==> config.mk <==
export PLATFORM = sky130hd
export DESIGN_NAME = adc_gain_offset_corr
export DESIGN_NICKNAME = d
export VERILOG_FILES = /design/src/rtl/adc_corr_pkg.sv /design/src/rtl/adc_corr_coef.sv /design/src/rtl/adc_corr_offset.sv /design/src/rtl/adc_corr_scale.sv /design/src/rtl/adc_corr_format.sv /design/src/rtl/adc_gain_offset_corr.sv
export SDC_FILE = /design/constraint.sdc
export NUM_CORES = 1
export LEC_CHECK = 0
export ABC_AREA = 1
export BUFFER_PORTS_ARGS = -buffer_cell sky130_fd_sc_hd__buf_2
export CAP_MARGIN = 20
export CELL_PAD_IN_SITES_DETAIL_PLACEMENT = 0
export CELL_PAD_IN_SITES_GLOBAL_PLACEMENT = 1
export CORE_MARGIN = 3
export CORE_UTILIZATION = 40
export CTS_CLUSTER_SIZE = 12
export DETAILED_ROUTE_END_ITERATION = 7
export HOLD_SLACK_MARGIN = 0.06
export PLACE_DENSITY = 0.83
export SLEW_MARGIN = 20
export SYNTH_ARGS = -nofsm -noshare
export SYNTH_HDL_FRONTEND = slang
export SYNTH_SLANG_ARGS = --single-unit
==> constraint.sdc <==
create_clock -name clk -period 7.4 [get_ports clk]
set_input_delay 1.48 -clock clk [delete_from_list [all_inputs] [get_ports clk]]
set_output_delay 1.48 -clock clk [all_outputs]
set_load 0.1 [all_outputs]
==> src/rtl/adc_corr_pkg.sv <==
package adc_corr_pkg;
  localparam int SAMPLE_W   = 24;
  localparam int COEF_W     = 16;
  localparam int RESULT_W   = 16;
  localparam int GAIN_FRAC  = 14;
  localparam int KSH_MAX    = 3;
  localparam int KSH_W      = 2;

  typedef enum logic [1:0] {
    PGA_X4   = 2'b00,
    PGA_X32  = 2'b01,
    PGA_X512 = 2'b10,
    PGA_RSV  = 2'b11
  } pga_code_e;
endpackage

==> src/rtl/adc_corr_coef.sv <==
module adc_corr_coef #(
  parameter int               CW       = 16,
  parameter logic [CW-1:0]    OFF_RST  = '0,
  parameter logic [CW-1:0]    GAIN_RST = 16'h5555
) (
  input  logic          clk,
  input  logic          rst_n,
  input  logic          wr_en,
  input  logic [CW-1:0] wr_offset,
  input  logic [CW-1:0] wr_gain,
  output logic [CW-1:0] offset_q,
  output logic [CW-1:0] gain_q
);
  logic [CW-1:0] offset_d, gain_d;

  always_comb begin
    offset_d = wr_offset;
    gain_d   = wr_gain;
  end

  always_ff @(posedge clk or negedge rst_n) begin
    if (!rst_n) begin
      offset_q <= OFF_RST;
      gain_q   <= GAIN_RST;
    end else if (wr_en) begin
      offset_q <= offset_d;
      gain_q   <= gain_d;
    end
  end
endmodule

==> src/rtl/adc_corr_offset.sv <==
module adc_corr_offset #(
  parameter int IN_W   = 24,
  parameter int CW     = 16,
  parameter int DIFF_W = 25,
  parameter int KSH_W  = 2
) (
  input  logic                     clk,
  input  logic                     rst_n,
  input  logic                     in_valid,
  input  logic [IN_W-1:0]          in_sample,
  input  logic [CW-1:0]            offset,
  input  logic [CW-1:0]            gain,
  input  logic [KSH_W-1:0]         ksh,
  input  logic                     uni,
  output logic                     v_q,
  output logic signed [DIFF_W-1:0] diff_q,
  output logic [CW-1:0]            gain_q,
  output logic [KSH_W-1:0]         ksh_q,
  output logic                     uni_q
);
  localparam int ALIGN = IN_W - CW;

  logic signed [DIFF_W-1:0] samp_ext, off_ext, diff_d;

  always_comb begin
    samp_ext = DIFF_W'($signed(in_sample));
    off_ext  = DIFF_W'($signed(offset)) <<< ALIGN;
    diff_d   = samp_ext - off_ext;
  end

  always_ff @(posedge clk or negedge rst_n) begin
    if (!rst_n) begin
      v_q    <= 1'b0;
      diff_q <= '0;
      gain_q <= '0;
      ksh_q  <= '0;
      uni_q  <= 1'b0;
    end else begin
      v_q <= in_valid;
      if (in_valid) begin
        diff_q <= diff_d;
        gain_q <= gain;
        ksh_q  <= ksh;
        uni_q  <= uni;
      end
    end
  end
endmodule

==> src/rtl/adc_corr_scale.sv <==
module adc_corr_scale #(
  parameter int DIFF_W = 25,
  parameter int CW     = 16,
  parameter int KSH_W  = 2,
  parameter int SH     = 22,
  parameter int PROD_W = 45,
  parameter int RES_W  = 23
) (
  input  logic                     clk,
  input  logic                     rst_n,
  input  logic                     v_in,
  input  logic signed [DIFF_W-1:0] diff,
  input  logic [CW-1:0]            gain,
  input  logic [KSH_W-1:0]         ksh,
  input  logic                     uni_in,
  output logic                     v_q,
  output logic signed [RES_W-1:0]  res_q,
  output logic                     uni_q
);
  logic signed [PROD_W-1:0] prod, shl;
  logic signed [RES_W-1:0]  res_d;
  logic                     round_up;

  always_comb begin
    prod     = diff * $signed({1'b0, gain});
    shl      = prod <<< ksh;
    // truncation toward zero: a negative value with dropped bits moves up by one
    round_up = shl[PROD_W-1] & (|shl[SH-1:0]);
    res_d    = $signed(shl[PROD_W-1:SH]) + $signed({{(RES_W-1){1'b0}}, round_up});
  end

  always_ff @(posedge clk or negedge rst_n) begin
    if (!rst_n) begin
      v_q   <= 1'b0;
      res_q <= '0;
      uni_q <= 1'b0;
    end else begin
      v_q <= v_in;
      if (v_in) begin
        res_q <= res_d;
        uni_q <= uni_in;
      end
    end
  end
endmodule

==> src/rtl/adc_corr_format.sv <==
module adc_corr_format #(
  parameter int RES_W = 23,
  parameter int OW    = 16
) (
  input  logic                    clk,
  input  logic                    rst_n,
  input  logic                    v_in,
  input  logic signed [RES_W-1:0] res,
  input  logic                    uni,
  output logic                    v_q,
  output logic [OW-1:0]           data_q,
  output logic                    ovf_q,
  output logic                    unf_q
);
  localparam logic [OW-1:0] POS_BOUND = {1'b0, {(OW-1){1'b1}}};
  localparam logic [OW-1:0] NEG_BOUND = {1'b1, {(OW-1){1'b0}}};

  logic          sgn, ovf_d, unf_d;
  logic [OW-1:0] tc, data_d;

  always_comb begin
    sgn   = res[RES_W-1];
    ovf_d = ~sgn & (|res[RES_W-2:OW-1]);
    unf_d =  sgn & ~(&res[RES_W-2:OW-1]);
    if (ovf_d)      tc = POS_BOUND;
    else if (unf_d) tc = NEG_BOUND;
    else            tc = res[OW-1:0];
    data_d = uni ? {~tc[OW-1], tc[OW-2:0]} : tc;
  end

  always_ff @(posedge clk or negedge rst_n) begin
    if (!rst_n) begin
      v_q    <= 1'b0;
      data_q <= '0;
      ovf_q  <= 1'b0;
      unf_q  <= 1'b0;
    end else begin
      v_q <= v_in;
      if (v_in) begin
        data_q <= data_d;
        ovf_q  <= ovf_d;
        unf_q  <= unf_d;
      end
    end
  end
endmodule

==> src/rtl/adc_gain_offset_corr.sv <==
module adc_gain_offset_corr
  import adc_corr_pkg::*;
#(
  parameter int            IN_W      = SAMPLE_W,
  parameter int            CW        = COEF_W,
  parameter int            OW        = RESULT_W,
  parameter int            GFRAC     = GAIN_FRAC,
  parameter int            SYNC_LEN  = 2,
  parameter logic [CW-1:0] GAIN_INIT = 16'h5555
) (
  input  logic            clk,
  input  logic            rst_n,
  input  logic            coef_wr,
  input  logic [CW-1:0]   coef_offset_wr,
  input  logic [CW-1:0]   coef_gain_wr,
  input  logic            in_valid,
  input  logic [IN_W-1:0] in_sample,
  input  logic            chan_cur,
  input  logic [1:0]      pga_sel,
  input  logic            unipolar,
  output logic            out_valid,
  output logic [OW-1:0]   out_data,
  output logic            out_ovf,
  output logic            out_unf
);
  localparam int DIFF_W = IN_W + 1;
  localparam int SH     = GFRAC + IN_W - OW;
  localparam int PROD_W = DIFF_W + CW + 1 + KSH_MAX;
  localparam int RES_W  = PROD_W - SH;

  // reset: asserted at once, released through a short synchronizer
  logic [SYNC_LEN-1:0] sync_q;
  logic                rst_sync_n;

  generate
    if (SYNC_LEN == 1) begin : g_sync1
      always_ff @(posedge clk or negedge rst_n) begin
        if (!rst_n) sync_q <= '0;
        else        sync_q <= 1'b1;
      end
    end else begin : g_syncn
      always_ff @(posedge clk or negedge rst_n) begin
        if (!rst_n) sync_q <= '0;
        else        sync_q <= {sync_q[SYNC_LEN-2:0], 1'b1};
      end
    end
  endgenerate

  assign rst_sync_n = sync_q[SYNC_LEN-1];

  logic [CW-1:0]    off_cur, gain_cur;
  logic [KSH_W-1:0] ksh;

  always_comb begin
    ksh = (chan_cur && pga_sel == PGA_X512) ? KSH_W'(KSH_MAX) : '0;
  end

  adc_corr_coef #(.CW(CW), .OFF_RST('0), .GAIN_RST(GAIN_INIT)) u_coef (
    .clk(clk), .rst_n(rst_sync_n), .wr_en(coef_wr),
    .wr_offset(coef_offset_wr), .wr_gain(coef_gain_wr),
    .offset_q(off_cur), .gain_q(gain_cur)
  );

  logic                     s1_v, s1_uni;
  logic signed [DIFF_W-1:0] s1_diff;
  logic [CW-1:0]            s1_gain;
  logic [KSH_W-1:0]         s1_ksh;

  adc_corr_offset #(.IN_W(IN_W), .CW(CW), .DIFF_W(DIFF_W), .KSH_W(KSH_W)) u_off (
    .clk(clk), .rst_n(rst_sync_n), .in_valid(in_valid), .in_sample(in_sample),
    .offset(off_cur), .gain(gain_cur), .ksh(ksh), .uni(unipolar),
    .v_q(s1_v), .diff_q(s1_diff), .gain_q(s1_gain), .ksh_q(s1_ksh), .uni_q(s1_uni)
  );

  logic                    s2_v, s2_uni;
  logic signed [RES_W-1:0] s2_res;

  adc_corr_scale #(.DIFF_W(DIFF_W), .CW(CW), .KSH_W(KSH_W), .SH(SH),
                   .PROD_W(PROD_W), .RES_W(RES_W)) u_scl (
    .clk(clk), .rst_n(rst_sync_n), .v_in(s1_v), .diff(s1_diff), .gain(s1_gain),
    .ksh(s1_ksh), .uni_in(s1_uni), .v_q(s2_v), .res_q(s2_res), .uni_q(s2_uni)
  );

  adc_corr_format #(.RES_W(RES_W), .OW(OW)) u_fmt (
    .clk(clk), .rst_n(rst_sync_n), .v_in(s2_v), .res(s2_res), .uni(s2_uni),
    .v_q(out_valid), .data_q(out_data), .ovf_q(out_ovf), .unf_q(out_unf)
  );
endmodule

==> results of run 1 <==
## sequential cells by signal, summed over array words and instances (netlist names), 2 cells and up
| signal | flops |
|---|---|
| u_off.gain_q | 16 |
| u_coef.gain_q | 16 |
| u_fmt.data_q | 16 |
| u_off.diff_q | 25 |
| u_coef.offset_q | 16 |
| u_scl.res_q | 23 |
| sync_q | 2 |
## cell usage after synthesis, drive strengths merged, types with 3 or more instances
master / n
nand2: 1003
inv: 869
fa: 392
ha: 121
clkbuf: 119
dfrtp: 114
nand3: 114
nor2: 111
o21ai: 102
a21oi: 45
nand4: 27
xor2: 23
xnor2: 14
buf: 8
dfstp: 8
nor3: 8
o21bai: 7
nand3b: 4
a21o: 3
a31oi: 3
nor4: 3
## logic make-up (layout without fill, tap and decap cells)
logic type	count (synthesis)	after routing	share of synthesized area [%]
AO/OA/AOI/OAI	165	165	3.88
flip-flops	122	122	13.5
other	1	1	0.0166
buffers and inverters	997	1112	16.6
AND/OR/NAND/NOR	1270	1270	23.1
multiplexers	1	1	0.0498
XOR/XNOR	37	37	1.43
adder cells (fa/ha/maj)	513	513	41.4
## per-layer routing
metal | vias to the layer above | wire [microns] | global-route usage [%]
met5 | - | 0 | 0
met4 | 0 | 1260 | 5.85
met3 | 68 | 2170 | 1.92
met2 | 335 | 27400 | 34.7
met1 | 8997 | 26800 | 27.7
li1 | 9058 | - | -
## metrics by stage
stage	worst slack (ns)	hold slack, ns
after floorplan	0.471	0.331
after CTS	0.0265	0.359
after global routing	0.0105	0.371
after global placement	0.0914	0.342
final	0.426	0.356
after detailed placement	0.0779	0.345
## how the worst max path moves through the flow
| stage | cells past startpoint | to | from |
|---|---|---|---|
| after floorplan | 34 | u_scl.res_q[16] | u_off.diff_q[24] |
| after global placement | 33 | u_scl.res_q[10] | u_off.diff_q[8] |
| after detailed placement | 35 | u_scl.res_q[22] | u_off.diff_q[8] |
| after CTS | 33 | u_scl.res_q[10] | u_off.diff_q[8] |
| after global routing | 38 | u_scl.res_q[16] | u_off.gain_q[5] |
| final | 32 | u_scl.res_q[20] | u_off.diff_q[24] |
## final cells by class
cell class / instances / area share (%)
multi-input combinational: 1987 / 62.8
inverter: 870 / 12.8
sequential: 122 / 12.2
timing repair buffer: 210 / 6.09
tap: 748 / 3.68
clock buffer: 19 / 1.78
clock inverter: 13 / 0.624
## what timing repair did
item	in CTS	in global routing
setup buffers	0	20
setup endpoints to repair	0	20
hold endpoints to repair	0	0
gates resized for setup	0	78
==> impl_metrics.sql, run 1 <==
INSERT INTO impl_metrics (metric_group, metric, value, unit) VALUES
('place', 'place.detailed.hpwl', '48100', 'microns'),
('yosys', 'synth.cell_area', '0.0226', 'sq mm'),
('setup_path', 'crit-reg2reg-capture', 'u_scl.res_q[20]', ''),
('clock_tree', 'cts.clk_slew.worst_paths', '0.07', 'ns'),
('route', 'first_pass_iteration_count_of_the_detailed_router', '5', ''),
('floorplan', 'core.rowCount', '86', ''),
('cells_and_area', 'syn2layout_area_growth', '12.5', '%'),
('setup_path', 'timing.critical_path.mode_cell', 'sky130_fd_sc_hd__fa_1', ''),
('cells_and_area', 'utilization', '45.8', '%'),
('cells_and_area', 'final_net_count', '3785', ''),
('clock_tree', 'cts_max_level', '4', ''),
('yosys', 'synth-seq-area-share', '13.5', '%'),
('yosys', 'syn-instance-count', '3106', ''),
('sta', 'setup_viol_count_final', '0', ''),
('global_route', 'antenna_violations_before_repair', '0', ''),
('yosys', 'yosys.area.top_type', 'sky130_fd_sc_hd__fa_1', ''),
('cells_and_area', 'fin_cells', '3969', ''),
('sta', 'finalSetupTns', '0', 'ns'),
('setup_path', 'crit_family', 'adder cells', ''),
('cells_and_area', 'layout.filler_cells', '5688', ''),
('worst_hold_path', 'whs_path_depth', '0', ''),
('setup_path', 'cp-start-kind', 'flip-flop', ''),
('cells_and_area', 'fin_area', '0.0254', 'sq mm'),
('sta', 'drv_slew', '0', ''),
('yosys', 'synth-edff-count', '0', ''),
('cells_and_area', 'layout.cells.most_common', 'sky130_fd_sc_hd__nand2_1', ''),
('cells_and_area', 'layout.cells.most_common_list', 'sky130_fd_sc_hd__nand2_1 (982), sky130_fd_sc_hd__inv_1 (859), sky130_fd_sc_hd__fa_1 (389), sky130_fd_sc_hd__ha_1 (112), sky130_fd_sc_hd__buf_4 (112)', ''),
('route', 'detail_route.iter0.violations', '1194', ''),
('global_route', 'track_usage', '20.4', '%'),
('route', 'detail_route.drc_violations', '0', ''),
('sta', 'worstMarginPinSlew', '1.01', 'ns'),
('run', 'max-cap-violations', '0', ''),
('cells_and_area', 'multi_input_area', '0.0160', 'sq mm'),
('clock_tree', 'clock_path_buffers', '2', ''),
('route', 'wl', '57600', 'microns'),
('clock_tree', 'ctsRootBufferMaster', 'sky130_fd_sc_hd__clkbuf_16', ''),
('setup_path', 'cp_data_required_time', '7.73', 'ns'),
('outcome', 'outcome', 'finished clean', ''),
('place', 'place.gp.congestion', '0.890', ''),
('setup_path', 'reg2reg_depth', '32', ''),
('clock_tree', 'cts_tree', 'built', ''),
('clock_tree', 'clk-insertion-delay-late', '0.46', 'ns'),
('floorplan', 'die_width', '244', 'microns'),
('clock_tree', 'cts_hold_repair.buffers', '0', ''),
('setup_path', 'crit_path_top_delay_cell', 'sky130_fd_sc_hd__fa_1', ''),
('clock_tree', 'cts-buffers-inserted', '17', ''),
('sta', 'maxClockFrequency', '143', 'MHz'),
('global_route', 'first_global_vias', '19300', ''),
('yosys', 'asyncSetResetFlopFracSynth', '100', '%'),
('floorplan', 'initial_utilization', '40.7', '%'),
('setup_path', 'critical_path_class', 'reg -> reg', ''),
('worst_hold_path', 'hold_end', 'sync_q[1]', ''),
('setup_path', 'endpoint_kind', 'flip-flop', ''),
('place', 'dpl-instance-area', '0.0244', 'sq mm'),
('place', 'place.port_buffers', '82', ''),
('floorplan', 'design.core.area', '0.0555', 'sq mm'),
('worst_hold_path', 'hp-start', 'sync_q[0]', ''),
('global_route', 'grt_pass1_wl', '97500', 'microns'),
('floorplan', 'die_y', '244', 'microns'),
('cells_and_area', 'sequential_cell_area', '0.00310', 'sq mm'),
('yosys', 'yosys-top-cells-area', 'sky130_fd_sc_hd__fa_1 (35%), sky130_fd_sc_hd__nand2_1 (16%), sky130_fd_sc_hd__inv_1 (14%)', ''),
('sta', 'hold_viol_final', '0', ''),
('yosys', 'synthesis.yosys.warnings', '0', ''),
('floorplan', 'num_io_pins', '83', ''),
('sta', 'final_period_minus_worst_setup_slack', '6.97', 'ns'),
('yosys', 'syn-num-nets', '3683', ''),
('route', 'vias', '18500', ''),
('setup_path', 'setup.reg_to_reg.worst_slack', '0.43', 'ns'),
('sta', 'unrepaired_setup_endpoints_after_global_routing', 'false', ''),
('clock_tree', 'num_clock_sinks', '122', ''),
('yosys', 'netlist.area_leader.share', '34.7', '%');
Power of run 1 is not shown: default switching activity piles up to over one toggle a cycle in this logic, so the estimate is an artifact.
==> inputs of run 2 (changes only) <==
GPL_TIMING_DRIVEN = 0   (was not set)
==> impl_metrics.sql, run 2 (synthesis results as in run 1) <==
INSERT INTO impl_metrics (metric_group, metric, value, unit) VALUES
('outcome', 'outcome', 'finished clean', ''),
('clock_tree', 'ctsRootBufferMaster', 'sky130_fd_sc_hd__clkbuf_16', ''),
('global_route', 'grt_pass1_wl', '106000', 'microns'),
('setup_path', 'critPathArrivalTime', '7.44', 'ns'),
('place', 'place.port_buffers', '81', ''),
('floorplan', 'initial_utilization', '40.7', '%'),
('sta', 'finClkSkew', '0.0113', 'ns'),
('clock_tree', 'num_clock_sinks', '122', ''),
('floorplan', 'design.core.area', '0.0555', 'sq mm'),
('route', 'detail_route.iter0.violations', '1469', ''),
('cells_and_area', 'fraction_of_final_layout_cells_sized_beyond_drive_strength_1', '13.2', '%'),
('sta', 'timing.final.ws_setup', '0.303', 'ns'),
('route', 'detail_route.drc_violations', '0', ''),
('route', 'drt-vias-per-instance', '4.79', ''),
('setup_path', 'cp-start-kind', 'flip-flop', ''),
('route', 'vias', '19100', ''),
('setup_path', 'crit_path_start', 'u_off.gain_q[4]', ''),
('setup_path', 'critical_path.n_buffers_inverters', '8', ''),
('setup_path', 'critical_path_class', 'reg -> reg', ''),
('global_route', 'antenna_violations_before_repair', '0', ''),
('clock_tree', 'cts_hold_repair.buffers', '0', ''),
('worst_hold_path', 'min_path_type', 'reg -> async', ''),
('clock_tree', 'clock_path_buffers', '2', ''),
('cells_and_area', 'syn2layout_area_growth', '14.0', '%'),
('route', 'route.antenna.remaining_nets', '0', ''),
('setup_path', 'crit_family', 'adder cells', ''),
('clock_tree', 'cts.clk_slew.worst_paths', '0.07', 'ns'),
('place', 'place.detailed.hpwl', '53900', 'microns'),
('floorplan', 'die_width', '244', 'microns'),
('setup_path', 'crit-reg2reg-capture', 'u_scl.res_q[20]', ''),
('sta', 'final_period_minus_worst_setup_slack', '7.10', 'ns'),
('sta', 'drv_slew', '0', ''),
('sta', 'setup_viol_count_final', '0', ''),
('floorplan', 'core.rowCount', '86', ''),
('run', 'max-cap-violations', '0', ''),
('route', 'wl', '65300', 'microns'),
('setup_path', 'critical_path_cell_count', '32', ''),
('sta', 'relSlewSlack', '38.7', '%'),
('cells_and_area', 'registers.top_by_ff_count', 'u_off.diff_q', ''),
('global_route', 'track_usage', '22.9', '%'),
('route', 'detail_route.wl_per_cell', '16.4', 'microns'),
('setup_path', 'reg2reg_depth', '32', ''),
('global_route', 'maximum_number_of_pins_on_one_net_before_global_route_repair', '56', ''),
('sta', 'worstMarginPinSlew', '0.920', 'ns'),
('sta', 'finalSetupTns', '0', 'ns'),
('setup_path', 'critPathMaxStageDelay', '0.63', 'ns'),
('clock_tree', 'clk-insertion-delay-late', '0.45', 'ns'),
('clock_tree', 'cts_max_level', '4', ''),
('floorplan', 'die_y', '244', 'microns'),
('setup_path', 'crit_path_max_fanout', '5', ''),
('floorplan', 'dieArea', '0.0594', 'sq mm'),
('cells_and_area', 'layout.cells.most_common_list', 'sky130_fd_sc_hd__nand2_1 (966), sky130_fd_sc_hd__inv_1 (855), sky130_fd_sc_hd__fa_1 (377), sky130_fd_sc_hd__nand3_1 (102), sky130_fd_sc_hd__o21ai_0 (101)', ''),
('place', 'place.gp.congestion', '0.917', ''),
('setup_path', 'worst_setup_path_endpoint', 'u_scl.res_q[20]', ''),
('clock_tree', 'cts_tree', 'built', ''),
('cells_and_area', 'largest_reg_flops', '25', ''),
('sta', 'unrepaired_setup_endpoints_after_global_routing', 'true', ''),
('cells_and_area', 'antenna_cells', '0', ''),
('cells_and_area', 'layout.cells.most_common', 'sky130_fd_sc_hd__nand2_1', ''),
('setup_path', 'cp_data_required_time', '7.74', 'ns'),
('setup_path', 'crit_path_top_delay_cell', 'sky130_fd_sc_hd__fa_2', ''),
('setup_path', 'setup.reg_to_reg.worst_slack', '0.30', 'ns'),
('setup_path', 'worst_r2r_startpoint', 'u_off.gain_q[4]', ''),
('global_route', 'first_global_vias', '19900', ''),
('route', 'first_pass_iteration_count_of_the_detailed_router', '6', ''),
('global_route', 'grt-ovfl-total', '0', ''),
('setup_path', 'endpoint_kind', 'flip-flop', ''),
('clock_tree', 'cts-buffers-inserted', '17', ''),
('cells_and_area', 'biggestRegsByFlops', 'u_off.diff_q: 25 flops, u_scl.res_q: 23 flops', ''),
('sta', 'layout_worst_path_cycle_share', '95.9', '%'),
('floorplan', 'num_io_pins', '83', ''),
('cells_and_area', 'final_net_count', '3809', ''),
('sta', 'maxClockFrequency', '141', 'MHz'),
('sta', 'hold_viol_final', '0', ''),
('place', 'place_ws', '-1.56', 'ns'),
('cells_and_area', 'layout.filler_cells', '5747', '');
-- run 2: layer usage --
| layer | GRT usage [%] | wire [microns] | part of all wire [%] |
|---|---|---|---|
| met5 | 0 | 0 | 0 |
| met4 | 8.19 | 2120 | 3.2 |
| met3 | 3.35 | 3770 | 5.8 |
| met2 | 37.1 | 30200 | 46 |
| met1 | 31.4 | 29200 | 45 |
-- run 2: per-stage QoR --
step / instances / util (%) / hold WS [ns] / cell area [sq um]
2_1_floorplan: 3106 / - / 0.331 / 22600
3_3_place_gp: 3935 / 43.1 / 0.338 / 24000
3_5_place_dp: 3937 / 43.2 / 0.291 / 24000
4_1_cts: 3953 / 44.9 / 0.300 / 24900
5_1_grt: 3993 / 46.4 / 0.325 / 25800
6_report: 3993 / 46.4 / 0.279 / 25800
-- run 2: repair_timing --
action	4_1_cts	5_1_grt
endpoints found under the hold margin	0	0
setup buffers	20	44
pin swaps	4	44
endpoints found under the setup margin	23	19
gates resized for setup	134	171
-- run 2: how the worst min path moves through the flow --
stage / start / endpoint / slack, ns / depth (start not counted)
after global placement: sync_q[0] / sync_q[1] / 0.34 / 0
after detailed placement: sync_q[1] / u_fmt.v_q / 0.29 / 0
after global routing: sync_q[1] / u_fmt.v_q / 0.33 / 0
final: sync_q[1] / u_fmt.v_q / 0.28 / 0
after floorplan: sync_q[0] / sync_q[1] / 0.33 / 0
after CTS: sync_q[1] / u_fmt.v_q / 0.30 / 0
-- run 2: area by class of cell --
| cell class | count | area (sq um) | area share [%] |
|---|---|---|---|
| well taps | 748 | 936 | 3.63 |
| repair buffers | 146 | 950 | 3.68 |
| inverters | 870 | 3280 | 12.7 |
| plain buffers | 88 | 579 | 2.25 |
| clock buffers | 18 | 429 | 1.66 |
| multi-input cells | 1987 | 16300 | 63.2 |
| flip-flops and latches | 122 | 3120 | 12.1 |
| clock inverters | 14 | 186 | 0.723 |
Power of run 2 is left out for the same reason.
